<file path="config.mk">
export PLATFORM = sky130hd
export DESIGN_NAME = ref_gate_gen
export DESIGN_NICKNAME = d
export VERILOG_FILES = /design/src/rtl/gg_pkg.sv /design/src/rtl/gg_edge_det.sv /design/src/rtl/gg_arm.sv /design/src/rtl/gg_gate_ff.sv /design/src/rtl/ref_gate_gen.sv
export SDC_FILE = /design/constraint.sdc
export NUM_CORES = 1
export LEC_CHECK = 0
export ABC_AREA = 0
export BUFFER_PORTS_ARGS = -buffer_cell sky130_fd_sc_hd__buf_2
export CAP_MARGIN = 25
export CORE_AREA = 3 3 40 42
export DETAILED_ROUTE_END_ITERATION = 8
export DIE_AREA = 0 0 43 45
export PLACE_DENSITY_LB_ADDON = 0.12
export RECOVER_POWER = 50
export SLEW_MARGIN = 20
export SYNTH_ARGS = -nofsm -noshare
export SYNTH_HDL_FRONTEND = slang
export SYNTH_SLANG_ARGS = --single-unit
</file>
<file path="constraint.sdc">
create_clock -name clk -period 2 [get_ports clk]
set_input_delay 0.3 -clock clk [delete_from_list [all_inputs] [get_ports clk]]
set_output_delay 0.3 -clock clk [all_outputs]
set_load 0.01 [all_outputs]
</file>
<file path="src/rtl/gg_pkg.sv">
package gg_pkg;
  typedef enum logic [1:0] {
    GCMD_HOLD  = 2'd0,
    GCMD_LOAD  = 2'd1,
    GCMD_SET   = 2'd2,
    GCMD_CLEAR = 2'd3
  } gate_cmd_e;

  // Clear beats set, set beats the edge-driven load.
  function automatic gate_cmd_e pick_cmd(input logic clr, input logic set, input logic trig);
    if (clr)       return GCMD_CLEAR;
    else if (set)  return GCMD_SET;
    else if (trig) return GCMD_LOAD;
    else           return GCMD_HOLD;
  endfunction
endpackage

</file>
<file path="src/rtl/gg_edge_det.sv">
module gg_edge_det #(
  parameter bit FALLING = 1'b1
) (
  input  logic clk,
  input  logic rst,
  input  logic sig,
  output logic edge_o
);
  localparam bit PREV_INIT = !FALLING;

  logic prev_q;

  always_ff @(posedge clk) begin
    if (rst) prev_q <= PREV_INIT;
    else     prev_q <= sig;
  end

  generate
    if (FALLING) begin : g_fall
      assign edge_o = prev_q & ~sig;
    end else begin : g_rise
      assign edge_o = ~prev_q & sig;
    end
  endgenerate
endmodule

</file>
<file path="src/rtl/gg_arm.sv">
module gg_arm (
  input  logic clk,
  input  logic rst,
  input  logic cnt_clr,
  input  logic trig,
  output logic arm_j,
  output logic arm_k
);
  logic arm_q;
  logic done_q;

  always_ff @(posedge clk) begin
    if (rst || cnt_clr) begin
      arm_q  <= 1'b0;
      done_q <= 1'b0;
    end else if (trig) begin
      if (!done_q) arm_q <= ~arm_q;
      if (arm_q)   done_q <= 1'b1;
    end
  end

  assign arm_j = arm_q;
  assign arm_k = ~arm_q;

  AST_ARM_IDLE_AFTER_CYCLE: assert property (@(posedge clk) disable iff (rst)
    (done_q && !cnt_clr) |=> !arm_q);
endmodule

</file>
<file path="src/rtl/gg_gate_ff.sv">
module gg_gate_ff
  import gg_pkg::*;
(
  input  logic      clk,
  input  logic      rst,
  input  gate_cmd_e cmd,
  input  logic      j,
  input  logic      k,
  output logic      gate_q,
  output logic      gate_n_q,
  output logic      end_n_q
);
  logic gate_nxt;

  always_comb begin
    gate_nxt = gate_q;
    unique case (cmd)
      GCMD_CLEAR: gate_nxt = 1'b0;
      GCMD_SET:   gate_nxt = 1'b1;
      GCMD_LOAD: begin
        unique case ({j, k})
          2'b10:   gate_nxt = 1'b1;
          2'b01:   gate_nxt = 1'b0;
          2'b11:   gate_nxt = ~gate_q;
          default: gate_nxt = gate_q;
        endcase
      end
      default:    gate_nxt = gate_q;
    endcase
  end

  always_ff @(posedge clk) begin
    if (rst) begin
      gate_q   <= 1'b0;
      gate_n_q <= 1'b1;
      end_n_q  <= 1'b1;
    end else begin
      gate_q   <= gate_nxt;
      gate_n_q <= ~gate_nxt;
      end_n_q  <= ~(gate_q & ~gate_nxt);
    end
  end

  AST_COMPLEMENT: assert property (@(posedge clk) disable iff (rst)
    gate_q != gate_n_q);
  AST_PULSE_ON_CLOSE: assert property (@(posedge clk) disable iff (rst)
    $fell(gate_q) |-> !end_n_q);
  AST_PULSE_ONE_WIDE: assert property (@(posedge clk) disable iff (rst)
    !end_n_q |=> end_n_q);
endmodule

</file>
<file path="src/rtl/ref_gate_gen.sv">
module ref_gate_gen
  import gg_pkg::*;
#(
  parameter bit TRIG_FALLING = 1'b1
) (
  input  logic clk,
  input  logic rst,
  input  logic ref_in,
  input  logic cnt_rst_n,
  input  logic man_set_n,
  input  logic man_clr_n,
  input  logic rst_in,
  output logic gate,
  output logic gate_n,
  output logic end_pulse_n
);
  logic      trig;
  logic      arm_j;
  logic      arm_k;
  logic      clr_req;
  logic      set_req;
  gate_cmd_e cmd;

  assign clr_req = ~man_clr_n | rst_in;
  assign set_req = ~man_set_n;
  assign cmd     = pick_cmd(clr_req, set_req, trig);

  gg_edge_det #(.FALLING(TRIG_FALLING)) u_edge (
    .clk    (clk),
    .rst    (rst),
    .sig    (ref_in),
    .edge_o (trig)
  );

  gg_arm u_arm (
    .clk     (clk),
    .rst     (rst),
    .cnt_clr (~cnt_rst_n),
    .trig    (trig),
    .arm_j   (arm_j),
    .arm_k   (arm_k)
  );

  gg_gate_ff u_gate (
    .clk      (clk),
    .rst      (rst),
    .cmd      (cmd),
    .j        (arm_j),
    .k        (arm_k),
    .gate_q   (gate),
    .gate_n_q (gate_n),
    .end_n_q  (end_pulse_n)
  );

  AST_CLEAR_WINS: assert property (@(posedge clk) disable iff (rst)
    (!man_clr_n || rst_in) |=> !gate);
  AST_SET_FORCES: assert property (@(posedge clk) disable iff (rst)
    (!man_set_n && man_clr_n && !rst_in) |=> gate);
  AST_HOLD_NO_EDGE: assert property (@(posedge clk) disable iff (rst)
    (!trig && man_set_n && man_clr_n && !rst_in) |=> $stable(gate));
endmodule

</file>
* After elaboration in Yosys (flattened, before gate mapping)
Index checks and enable logic that the tools add are counted.
** Operators by class
- Eq/ne operators :: 6
- Multiplexer cells :: 5
- Bitwise operators :: 11
- Reduce and logical (&&, ||, !) cells :: 3
** Operator list (count)
- $eq 2x2->1 const B :: 4
- $not 1->1 :: 8
- $pmux 1 s3 :: 2
- $eq 2x1->1 const B :: 2
- $mux 2 :: 2
- $reduce_and 2->1 :: 2
- $and 1x1->1 :: 2
- $logic_or 1x1->1 :: 1
- $mux 1 :: 1
- $or 1x1->1 :: 1
** Word-level totals
- Bits in registers :: 6
- Input bits :: 7
- Output and inout bits :: 3
- Word-level logic and storage cells :: 31

* Depth between registers and ports, before layout
- Depth after elaboration :: 10
- Mapped depth :: 2

* Cells and area by module
Synthesis repeated with hierarchy kept, for this count alone.
** Unflattened totals
- Cells, all modules :: 26
- Area, all modules :: 265.3 um^2
** Modules (own cells, without submodules)
- gg_gate_ff :: instances 1, cells each 10, area each 115.1 um^2, seq. area each 60.1 um^2
- gg_arm :: instances 1, cells each 8, area each 86.3 um^2, seq. area each 40.0 um^2
- gg_edge_det :: instances 1, cells each 3, area each 35.0 um^2, seq. area each 20.0 um^2
- ref_gate_gen :: instances 1, cells each 5, area each 28.8 um^2, seq. area each 0.0 um^2

* Least setup slack after synthesis
No wires, ideal clock.
- Path type :: reg2reg
- Start point :: register u_gate.gate_q
- End point :: register u_gate.gate_n_q
- Arrival time :: 0.829 ns
- Slack :: 1.046 ns
- Cell stages (with the launch flop) :: 3
- Buffers on the path :: 0
- Clock period less this slack :: 0.954 ns
- Cell sequence :: dfxtp_1 > nor2b_1 > a2111o_1
** On the way
- Longest elaborated chain between the ends :: 4
** Ends and longest elaborated chain
- start: declaration :: RTL line gg_gate_ff.sv:9 : output logic gate_q,
- start signal: assignment :: RTL line gg_gate_ff.sv:38 : gate_q <= gate_nxt;
- $not 1->1 :: RTL line gg_gate_ff.sv:24 : 2'b11: gate_nxt = ~gate_q;
- $pmux 1 s3 :: RTL line gg_gate_ff.sv:21 : unique case ({j, k})
- $pmux 1 s3 (*) :: RTL line gg_gate_ff.sv:17 : unique case (cmd)
- $not 1->1 (*) :: RTL line gg_gate_ff.sv:39 : gate_n_q <= ~gate_nxt;
- end signal: assignment :: RTL line gg_gate_ff.sv:39
- end: declaration :: RTL line gg_gate_ff.sv:10 : output logic gate_n_q,
Every way passes the cells marked *; elsewhere a longest branch is shown, timed or not.
A chain may end at the register's enable or synchronous reset.

* Final worst setup path
- Start point :: register u_gate.gate_q
- End point :: output port gate
** RTL lines
- end: declaration :: RTL line ref_gate_gen.sv:13 : output logic gate,
No word-level cell between the ends.

==> flow_summary.toml <==
[global_route]
grt_pass1_vias = 213
track_usage_pct = 6.839
grt_max_degree = 8
globalRouteOverflowTotal = 0
antenna_found_initial = 0
grt_pass1_wl_um = 903

[critical_path]
critical_path_class = "reg -> out"
critical_path.slowest_cell = "dfxtp_1"
crit_buf_inv = 1
critical-path-max-stage-delay_ns = 0.33
arrival_ns = 0.71
cp.required_ns = 1.70
start_kind = "flip-flop"
cp_cell_sequence = "buf_2"
setup.worst_path.end_class = "primary output"
crit_family = "flip-flops"
cp_max_fo = 3

[place]
portBuffers = 9
place_congestion = 0.6063
dpl.cell_count = 47
dp_hpwl_um = 400.8

[clock_tree]
htree_levels = 1
tritoncts = "yes"
clock_latency_ns = 0.24
clk_pin_slew_ns = 0.05
clockBufferDepth = 2
cts_buffers = 3
cts_resized = 0
cts_root_buf = "clkbuf_4"
cts_hold_buf = 0
cts_sinks = 6
cts_setup_buffers = 0

[drt]
vias = 213
avgViaCountPerCell = 4.260
drc = 0
dr.pass1.iters = 1
drtAntennaViolNets = 0
wire_per_inst_um = 9.940
wl_um = 497
drt_iter0_markers = 0

[synthesis]
yosysSeqAreaShare_pct = 47.76
yosys_warnings = 0
ys_top_cells_by_count = "dfxtp_1, nand2b_1, nor2b_1"
syn_area_um2 = 251.5
synthCells = 23
yosysMostFrequentCell = "dfxtp_1"
ys.flop_type = "dfxtp_1"
synth-edff-count = 0
syn_nets = 30
yosys.area.top_type_share_pct = 47.76
synth_area_leader_cell = "dfxtp_1"
synth.area.top_cells = "dfxtp_1, nand2b_1, nor2b_1"
async_flop_share_pct = 0
yosysUniqueCellTypes = 13
avgSynthCellArea_um2 = 10.93
synth_seq_cells = 6

[final_layout]
area_growth_pct = 33.33
antenna_cells = 0
regArea_um2 = 120.1
drive_gt1_share_pct = 31.43
finalNonFillerCells = 50
final_nets = 44
fill_cells = 154
multiInputGateArea_um2 = 127.6

[pwr]
irDropWorstVdd_mv = 0.3991
power_density_mw_per_mm2 = 771.5
p_leak_uw = 0.0001260

[timing]
fin_skew_ns = 0.002928
hold_viol_final = 0
slew_violations = 0
holdWs_ns = 0.3082
period_share_pct = 50.38
clock.fmax_mhz = 992.4
setup_violations = 0
worstMarginPinSlew_ns = 0.2388
timing.slew.headroom_pct = 84.05
period_minus_slack_ns = 1.008
rsz0062_at_grt = "false"
tns_ns = 0

[floorplan]
die_h_um = 45
initial_core_util_pct = 19.57
rows = 13
io_pins = 10
die_x_um = 43
die-area_mm2 = 0.001935
core_mm2 = 0.001285

[flow_run]
cap_violations = 0

[run_status]
outcome = "completed"

[worst_hold_path]
min_path_type = "in -> reg"
## where the power goes
| group | switching (uW) | internal (uW) | total, uW | leakage (uW) |
|---|---|---|---|---|
| Sequential | 1.94 | 123 | 125 | 0.0000490 |
| Combinational | 10.2 | 11.8 | 22.0 | 0.0000633 |
| Clock | 43.6 | 67.9 | 111 | 0.0000138 |
## cell usage in the layout (no fill, tap or decap), drive strengths merged
cell type  synthesis  final
o21ai              1      1
nor2b              3      3
a2111oi            1      1
inv                1      1
clkbuf             0      5
and4bb             1      1
mux2i              1      1
nand2b             3      3
a21oi              1      1
or3b               1      1
nor3b              1      1
buf                0      7
dfxtp              6      6
a2111o             1      1
nand3b             2      2
## stage by stage
step | power (uW) | util (%) | setup slack, ns | cell area [um^2]
6_report | 258.7 | 26.10 | 0.9924 | 335.3
3_5_place_dp | 150.5 | 24.54 | 0.9169 | 315.3
2_1_floorplan | 138.8 | - | 1.046 | 251.5
4_1_cts | 266.8 | 26.29 | 0.9735 | 337.8
5_1_grt | 277.8 | 26.10 | 0.9561 | 335.3
3_3_place_gp | 150.0 | 24.54 | 0.9121 | 315.3
## sequential cells by signal (all words and copies together) (netlist names)
signal	count
u_gate.gate_n_q	1
u_gate.end_n_q	1
u_edge.prev_q	1
u_arm.arm_j	1
u_arm.done_q	1
u_gate.gate_q	1
## final cells by class
type,count,share of cell area [%]
tap,15,5.597
sequential,6,35.82
inverter,1,1.119
multi-input combinational,16,38.06
timing repair buffer,9,12.69
clock buffer,3,6.716
## cells by family (layout without fill, tap and decap cells)
family | after synthesis | count (layout) | synth area share (%)
AOI/OAI and AO/OA | 4 | 4 | 14.42
buffers and inverters | 1 | 13 | 1.491
DFF | 6 | 6 | 47.76
muxes | 1 | 1 | 3.980
and+or+nand+nor | 11 | 11 | 32.34
## final timing paths
check	slack [ns]	from	end	cells after the start
worst max register to register	1.01	u_arm.arm_j	u_gate.gate_n_q	2
worst max-delay path	0.99	u_gate.gate_q	gate	1
worst min register to register	0.44	u_arm.done_q	u_arm.done_q	2
worst min-delay path	0.31	cnt_rst_n	u_arm.done_q	3
## routing by layer
layer,vias up,GRT usage [%],share of wire [%]
li1,108,-,-
met1,95,5.569,40
met2,10,10.78,45
met3,0,6.773,15
met4,0,3.614,0
met5,-,0,0
Note: power is estimated with default switching activity, not from simulation.
